--- config.mk ---
export PLATFORM = sky130hd
export DESIGN_NAME = dma4_engine
export DESIGN_NICKNAME = d
export VERILOG_FILES = /design/src/rtl/dma4_pkg.sv /design/src/rtl/dma4_prio_pick.sv /design/src/rtl/dma4_channel.sv /design/src/rtl/dma4_engine.sv
export SDC_FILE = /design/constraint.sdc
export NUM_CORES = 2
export LEC_CHECK = 0
export BUFFER_PORTS_ARGS = -buffer_cell sky130_fd_sc_hd__buf_2
export CORE_AREA = 2 2 332 334
export CTS_CLUSTER_SIZE = 24
export DETAILED_ROUTE_END_ITERATION = 8
export DIE_AREA = 0 0 334 336
export GPL_ROUTABILITY_DRIVEN = 1
export PLACE_DENSITY = 0.68
export SLEW_MARGIN = 20
export SYNTH_ARGS = -nofsm -noshare
export SYNTH_HDL_FRONTEND = slang
export SYNTH_SLANG_ARGS = --single-unit
--- constraint.sdc ---
create_clock -name clk -period 5.3 [get_ports clk]
set_clock_uncertainty 0.1 [all_clocks]
set_input_delay 0.265 -clock clk [delete_from_list [all_inputs] [get_ports clk]]
set_output_delay 0.265 -clock clk [all_outputs]
set_load 0.02 [all_outputs]
--- src/rtl/dma4_pkg.sv ---
// Shared encodings for the four-channel memory mover.
// Assumes: control register is 16 bits; config data path is 32 bits.
package dma4_pkg;
    localparam int CTL_W  = 16;
    localparam int CFG_W  = 32;
    localparam int B_DADJ = 5;   // destination step control, 2 bits
    localparam int B_SADJ = 7;   // source step control, 2 bits
    localparam int B_RPT  = 9;
    localparam int B_WIDE = 10;
    localparam int B_TRG  = 12;  // trigger select, 2 bits
    localparam int B_IRQ  = 14;
    localparam int B_EN   = 15;

    typedef enum logic [1:0] {ADJ_INC = 2'd0, ADJ_DEC = 2'd1, ADJ_FIX = 2'd2, ADJ_INC_RLD = 2'd3} adj_e;
    typedef enum logic [1:0] {TRG_NOW = 2'd0, TRG_VBL = 2'd1, TRG_HBL = 2'd2, TRG_SPC = 2'd3} trg_e;
    typedef enum logic [1:0] {SEL_SRC = 2'd0, SEL_DST = 2'd1, SEL_CNT = 2'd2, SEL_CTL = 2'd3} sel_e;
    typedef enum logic [1:0] {ST_IDLE, ST_SETUP, ST_READ, ST_WRITE} st_e;
endpackage

--- src/rtl/dma4_prio_pick.sv ---
// Fixed-priority picker: the lowest set request index wins.
// Assumes: N is at least 2.
module dma4_prio_pick #(
    parameter int N = 4,
    localparam int IDX_W = $clog2(N)
) (
    input  logic [N-1:0]     req,
    output logic [IDX_W-1:0] gnt_idx,
    output logic             gnt_any
);
    // Scan from the top so the lowest index is assigned last.
    always_comb begin
        gnt_idx = '0;
        gnt_any = 1'b0;
        for (int i = N - 1; i >= 0; i--) begin
            if (req[i]) begin
                gnt_idx = IDX_W'(i);
                gnt_any = 1'b1;
            end
        end
    end
endmodule

--- src/rtl/dma4_channel.sv ---
// One channel: programmed registers, working copies, trigger latch, completion handling.
// Assumes: unit_done pulses for one cycle when the engine finishes a write for this channel.
module dma4_channel
    import dma4_pkg::*;
#(
    parameter int CH_ID  = 0,
    parameter int NUM_CH = 4,
    parameter int ADDR_W = 32,
    parameter int CNT_W  = 16,
    localparam int WCNT_W = CNT_W + 1
) (
    input  logic              clk,
    input  logic              rst_n,
    input  logic              wr_en,
    input  logic [1:0]        wr_sel,
    input  logic [CFG_W-1:0]  wr_data,
    input  logic              vblank,
    input  logic              hblank,
    input  logic              spec,
    input  logic              unit_done,
    output logic [CTL_W-1:0]  ctl_o,
    output logic [ADDR_W-1:0] src_o,
    output logic [ADDR_W-1:0] dst_o,
    output logic              pend_o,
    output logic              first_o,
    output logic              irq_o
);
    localparam logic [WCNT_W-1:0] ZERO_LEN = (CH_ID == NUM_CH - 1) ?
        (WCNT_W'(1) << CNT_W) : (WCNT_W'(1) << (CNT_W - 2));
    localparam bit SPC_LEGAL = (CH_ID != 0);

    logic [ADDR_W-1:0] src_r, dst_r, wsrc, wdst;
    logic [CNT_W-1:0]  cnt_r;
    logic [WCNT_W-1:0] wcnt, run_len;
    logic [CTL_W-1:0]  ctl_r, new_ctl;
    logic              pend_r, first_r, irq_r, fire, arm_now, wide;

    // Step an address by the width-dependent stride under a control code.
    function automatic logic [ADDR_W-1:0] step_addr(input logic [ADDR_W-1:0] a,
                                                    input logic [1:0] code, input logic w);
        logic [ADDR_W-1:0] st;
        st = w ? ADDR_W'(4) : ADDR_W'(2);
        case (adj_e'(code))
            ADJ_DEC: return a - st;
            ADJ_FIX: return a;
            default: return a + st;
        endcase
    endfunction

    assign new_ctl = wr_data[CTL_W-1:0];
    assign wide    = ctl_r[B_WIDE];
    assign run_len = (cnt_r == '0) ? ZERO_LEN : {1'b0, cnt_r};
    assign arm_now = wr_en && (sel_e'(wr_sel) == SEL_CTL) && new_ctl[B_EN] && !ctl_r[B_EN];

    // Decode whether the selected trigger event is present this cycle.
    always_comb begin
        case (trg_e'(ctl_r[B_TRG +: 2]))
            TRG_VBL: fire = vblank;
            TRG_HBL: fire = hblank;
            TRG_SPC: fire = spec && SPC_LEGAL;
            default: fire = 1'b0;
        endcase
    end

    // Register file, arming, trigger latch and per-unit update.
    always_ff @(posedge clk) begin
        if (!rst_n) begin
            src_r <= '0; dst_r <= '0; cnt_r <= '0; ctl_r <= '0;
            wsrc <= '0; wdst <= '0; wcnt <= '0;
            pend_r <= 1'b0; first_r <= 1'b0; irq_r <= 1'b0;
        end else begin
            irq_r <= 1'b0;
            if (ctl_r[B_EN] && !pend_r && fire) begin
                pend_r  <= 1'b1;
                first_r <= 1'b1;
            end
            if (wr_en) begin
                case (sel_e'(wr_sel))
                    SEL_SRC: src_r <= wr_data[ADDR_W-1:0] & ~ADDR_W'(1);
                    SEL_DST: dst_r <= wr_data[ADDR_W-1:0] & ~ADDR_W'(1);
                    SEL_CNT: cnt_r <= wr_data[CNT_W-1:0];
                    default: begin
                        ctl_r <= new_ctl;
                        if (arm_now) begin
                            wsrc    <= new_ctl[B_WIDE] ? {src_r[ADDR_W-1:2], 2'b00} : src_r;
                            wdst    <= new_ctl[B_WIDE] ? {dst_r[ADDR_W-1:2], 2'b00} : dst_r;
                            wcnt    <= run_len;
                            pend_r  <= (trg_e'(new_ctl[B_TRG +: 2]) == TRG_NOW);
                            first_r <= 1'b1;
                        end else if (!new_ctl[B_EN]) begin
                            pend_r <= 1'b0;
                        end
                    end
                endcase
            end
            if (unit_done) begin
                wsrc    <= step_addr(wsrc, ctl_r[B_SADJ +: 2], wide);
                wdst    <= step_addr(wdst, ctl_r[B_DADJ +: 2], wide);
                wcnt    <= wcnt - WCNT_W'(1);
                first_r <= 1'b0;
                if (wcnt == WCNT_W'(1)) begin
                    pend_r <= 1'b0;
                    irq_r  <= ctl_r[B_IRQ];
                    if (ctl_r[B_RPT]) begin
                        wcnt <= run_len;
                        if (adj_e'(ctl_r[B_DADJ +: 2]) == ADJ_INC_RLD)
                            wdst <= wide ? {dst_r[ADDR_W-1:2], 2'b00} : dst_r;
                    end else begin
                        ctl_r[B_EN] <= 1'b0;
                    end
                end
            end
        end
    end

    assign ctl_o   = ctl_r;
    assign src_o   = wsrc;
    assign dst_o   = wdst;
    assign pend_o  = pend_r;
    assign first_o = first_r;
    assign irq_o   = irq_r;
endmodule

--- src/rtl/dma4_engine.sv ---
// Four-channel memory mover top: channel bank, priority pick and bus sequencer.
// Assumes: NUM_CH is a power of two; bus holds an access until mem_ready.
module dma4_engine
    import dma4_pkg::*;
#(
    parameter int NUM_CH    = 4,
    parameter int ADDR_W    = 32,
    parameter int DATA_W    = 32,
    parameter int CNT_W     = 16,
    parameter int SETUP_CYC = 2,
    localparam int CH_W = $clog2(NUM_CH),
    localparam int SU_W = $clog2(SETUP_CYC + 1)
) (
    input  logic              clk,
    input  logic              rst_n,
    input  logic              cfg_we,
    input  logic [CH_W-1:0]   cfg_chan,
    input  logic [1:0]        cfg_sel,
    input  logic [CFG_W-1:0]  cfg_wdata,
    output logic [CTL_W-1:0]  cfg_ctrl_rd,
    input  logic              vblank_tick,
    input  logic              hblank_tick,
    input  logic [NUM_CH-1:0] spec_req,
    output logic              mem_req,
    output logic              mem_we,
    output logic              mem_wide,
    output logic              mem_seq,
    output logic [ADDR_W-1:0] mem_addr,
    output logic [DATA_W-1:0] mem_wdata,
    input  logic [DATA_W-1:0] mem_rdata,
    input  logic              mem_ready,
    output logic [NUM_CH-1:0] irq
);
    logic [CTL_W-1:0]  ctl_w [NUM_CH];
    logic [ADDR_W-1:0] src_w [NUM_CH];
    logic [ADDR_W-1:0] dst_w [NUM_CH];
    logic [NUM_CH-1:0] pend_w, first_w, done_w;
    logic [CH_W-1:0]   gnt, cur, last_ch;
    logic              gnt_any, last_vld, pick_nseq, seq_r;
    logic [SU_W-1:0]   su_cnt;
    logic [DATA_W-1:0] data_r;
    st_e               state;

    for (genvar i = 0; i < NUM_CH; i++) begin : g_ch
        assign done_w[i] = (state == ST_WRITE) && mem_ready && (cur == CH_W'(i));
        dma4_channel #(.CH_ID(i), .NUM_CH(NUM_CH), .ADDR_W(ADDR_W), .CNT_W(CNT_W)) u_ch (
            .clk(clk), .rst_n(rst_n),
            .wr_en(cfg_we && (cfg_chan == CH_W'(i))), .wr_sel(cfg_sel), .wr_data(cfg_wdata),
            .vblank(vblank_tick), .hblank(hblank_tick), .spec(spec_req[i]),
            .unit_done(done_w[i]),
            .ctl_o(ctl_w[i]), .src_o(src_w[i]), .dst_o(dst_w[i]),
            .pend_o(pend_w[i]), .first_o(first_w[i]), .irq_o(irq[i])
        );
    end

    dma4_prio_pick #(.N(NUM_CH)) u_pick (.req(pend_w), .gnt_idx(gnt), .gnt_any(gnt_any));

    assign pick_nseq = first_w[gnt] || !last_vld || (gnt != last_ch);

    // Unit sequencer: pick at each boundary, optional setup gap, read, then write.
    always_ff @(posedge clk) begin
        if (!rst_n) begin
            state <= ST_IDLE; cur <= '0; last_ch <= '0; last_vld <= 1'b0;
            su_cnt <= '0; data_r <= '0; seq_r <= 1'b0;
        end else begin
            case (state)
                ST_IDLE: if (gnt_any) begin
                    cur   <= gnt;
                    seq_r <= !pick_nseq;
                    if (pick_nseq) begin
                        su_cnt <= SU_W'(SETUP_CYC - 1);
                        state  <= ST_SETUP;
                    end else begin
                        state <= ST_READ;
                    end
                end
                ST_SETUP: if (su_cnt == '0) state <= ST_READ;
                          else su_cnt <= su_cnt - SU_W'(1);
                ST_READ: if (mem_ready) begin
                    data_r <= mem_rdata;
                    state  <= ST_WRITE;
                end
                default: if (mem_ready) begin
                    last_ch  <= cur;
                    last_vld <= 1'b1;
                    state    <= ST_IDLE;
                end
            endcase
        end
    end

    assign mem_req     = (state == ST_READ) || (state == ST_WRITE);
    assign mem_we      = (state == ST_WRITE);
    assign mem_wide    = ctl_w[cur][B_WIDE];
    assign mem_seq     = seq_r;
    assign mem_addr    = (state == ST_WRITE) ? dst_w[cur] : src_w[cur];
    assign mem_wdata   = data_r;
    assign cfg_ctrl_rd = ctl_w[cfg_chan];
endmodule

==> out/qor.csv <==
metric,value,unit
status,"finished, final reports clean",
final_area,50100,µm²
areaGrowthSynthToFinish,10.7,%
dieArea,112000,µm²
synth.yosys.seq_area_share,33.0,%
place_area,46900,µm²
dp_hpwl,118,mm
antenna_found_initial,11,
cts_buffers,82,
whs_path_depth,3,
synthDistinctLibCells,107,
cts_tree,done,
cts_sinks,746,
core,108000,µm²
place.gp.congestion,1.00,
syn-cell-area,45300,µm²
synth_edf_count,0,
max-vdd-ir-drop,0.286,mV
fin_util,46.3,%
synthArstFlopShare,0,%
drive_gt1_share,10.0,%
stdcell_count,7525,
report.final.slew_viol_count,0,
die_w,334,µm
path_cells,"nand2b_1, inv_1, ha_1, and2_1, a311oi_1, o21ai_0, or4b_1, o21ai_1, nor3_1, nor2_1, mux2i_1, o311ai_1, o31ai_1",
drt_iter0_drc,5592,
cts_setup_buffers,0,
worst_hold_path_type,in -> reg,
insertion_delay,670,ps
min_period,4430,ps
start_util,41.8,%
syn-num-nets,6376,
fin_ws,867,ps
root_buffer,clkbuf_16,
drt_wl_total,173,mm
hold_viol,0,
drt-wirelength-per-cell,23.0,µm
rsz0062_at_grt,no,
grt_use_met3,5.37,%
critPathRequiredTime,5730,ps
fmax,226,MHz
slowest_delay,660,ps
tightest_slew,1250,ps
clockBufferDepth,3,
synth_area_per_cell,7.37,µm²
numPortBuffers,163,
yosysWarnings,0,
io_pins,166,
viasPerCell,6.21,
setup.worst_path.class,reg -> reg,
cts-htree-levels,3,
met1_usage,40.9,%
fill_cells,10783,
met2_usage,44.4,%
finalSetupViolCount,0,
slew_headroom,16.7,%
grt_overflow,0,
final_nets,6278,
clk_pin_slew,60,ps
synth_cells,6146,
drc,0,
place_ws,1010,ps
grt_start_max_net_pins,113,
placed_cells,7334,
cp.arrival,4860,ps
grt_usage,29.7,%
yosys-top-cells-area,"dfxtp_1 (33%), nand2_1 (11%), a21oi_1 (8.7%), ha_1 (4.2%), nor2_1 (3.9%)",
drt_first_pass_iters,6,
grt_pass1_wl,258,mm
cp-end-kind,flop,
yosys.area.top_type,dfxtp_1,
period_share,83.6,%
top_usage_layer,met2,
powerDensity,257,nW/µm²
dominantRegCellSynth,dfxtp_1,
vias,46755,
p_leak,0.0179,µW
startpoint_type,flop,
fp.dieH,336,µm
maxCapViolCount,0,
critPathMaxFanout,20,
grt_pass1_vias,42011,
setup_tns,0,ps
postRouteAntennaNets,0,
reg2reg_depth,13,
num_rows,121,
slowest_stage,inv_1,
ys_ff_latch,746,
synth_top_area_share,33.0,%
-- power breakdown --
part           leakage (µW)  internal, µW  switching, µW
Combinational        0.0105           351            794
Sequential          0.00602          5700            109
Clock               0.00133          3420           2520
Total                0.0179          9470           3420
-- Yosys cell counts, drive strengths merged (13+ instances only) --
master / n
a41oi: 30
xnor2: 68
nand3b: 13
a32oi: 13
nor3: 182
o211ai: 46
a31oi: 90
nand3: 148
or3: 51
ha: 152
a211o: 35
or4: 26
a221oi: 19
mux2: 45
buf: 54
or2: 23
a211oi: 55
o31ai: 39
nand2: 1301
a22o: 14
nand2b: 44
inv: 101
o221ai: 17
mux2i: 31
o22ai: 21
a22oi: 23
nor2b: 43
and3: 50
nor4: 75
clkbuf: 435
o21ai: 362
xor2: 44
a311oi: 53
a21oi: 789
dfxtp: 746
nand4: 54
a21o: 57
and2: 41
mux4: 79
o21a: 38
nor3b: 15
o41ai: 16
nor2: 474
-- worst paths after layout --
kind,from,to,slack [ps]
setup / recovery,g_ch[3].u_ch.ctl_o[8]$_SDFFE_PN0P_,g_ch[3].u_ch.src_o[31]$_SDFFE_PN0P_,870
hold / removal,cfg_wdata[25],g_ch[2].u_ch.src_r[25]$_SDFFE_PN0P_,50
setup reg to reg,g_ch[3].u_ch.ctl_o[8]$_SDFFE_PN0P_,g_ch[3].u_ch.src_o[31]$_SDFFE_PN0P_,870
hold reg to reg,g_ch[2].u_ch.dst_r[6]$_SDFFE_PN0P_,g_ch[2].u_ch.dst_r[6]$_SDFFE_PN0P_,350
-- worst max-delay path: cells and delay by family, from the launching register on --
kind | cells | cell delay [ps]
flip-flops | 1 | 340
adder cells (fa/ha/maj) | 1 | 450
AO/OA/AOI/OAI | 5 | 1290
buffers and inverters | 1 | 660
multiplexers | 1 | 110
AND/OR/NAND/NOR | 5 | 1330
-- repair_timing --
item | CTS | global route
resized for setup | 0 | 0
hold buffers | 44 | 0
endpoints found under the hold margin | 111 | 0
-- state kept, by name (all words and copies together) (netlist names), 32 cells and up --
signal / cells
g_ch.u_ch.dst_o: 124
g_ch.u_ch.dst_r: 124
g_ch.u_ch.src_o: 124
g_ch.u_ch.src_r: 124
g_ch.u_ch.wcnt: 68
g_ch.u_ch.cnt_r: 64
g_ch.u_ch.ctl_o: 64
mem_wdata: 32
-- metrics by stage --
stage,power [µW],hold WS (ps)
finish,12900,45.2
global route,13300,28.5
CTS,12900,0.889
detailed placement,7010,343
global placement,6990,338
floorplan,6600,301
-- routing by layer --
layer / wire (µm) / part of all wire, % / up-vias
met3: 18500 / 11 / 341
met1: 72200 / 42 / 22384
li1: - / - / 21800
met5: 0 / 0 / -
met2: 73300 / 42 / 2230
met4: 9030 / 5.2 / 0
-- final cells by class --
class	count	area, µm²	area share [%]
Antenna cell	6	15.0	0.0299
Clock buffer	116	2330	4.65
Clock inverter	25	402	0.801
Inverter	101	387	0.771
Multi-Input combinational cell	4810	28200	56.3
Sequential cell	746	14900	29.8
Tap cell	1414	1770	3.53
Timing Repair Buffer	307	2070	4.13
-- placed cells by master, fill, tap and decap left out, types with 21 or more instances in the layout --
cell type and n:
o21a_1 38, ha_1 151, and2_1 37, and3_1 50
xnor2_1 68, nor4_1 72, clkbuf_16 82, buf_2 162
or2_2 21, mux2i_1 31, dfxtp_1 744, a22oi_1 21
o21ai_0 349, nor2_1 458, mux2_2 43, nand2_1 1297
a211oi_1 55, a31oi_1 85, xor2_1 44, nand2b_1 43
a211o_1 35, nand4_1 54, o31ai_1 38, a41oi_1 30
a311oi_1 53, nand3_1 147, a21oi_1 786, a21o_1 56
o211ai_1 46, or4_1 23, inv_1 100, o22ai_1 21
or3_1 51, nor3_1 174, buf_4 96, mux4_2 78
nor2b_1 41, dlygate4sd3_1 44
-- cells by family (layout without fill, tap and decap cells) --
group,after synthesis,in the layout,synth area share [%]
AOI/OAI and AO/OA,1815,1815,24.4
DFF,746,746,33.0
other,1,7,0.00828
buffers and inverters,590,549,5.11
adders and majority gates,152,152,4.20
xor gates and xnor gates,112,112,2.17
muxes,155,155,5.75
and+or+nand+nor,2575,2575,25.4
(Power assumes the default switching activity.)
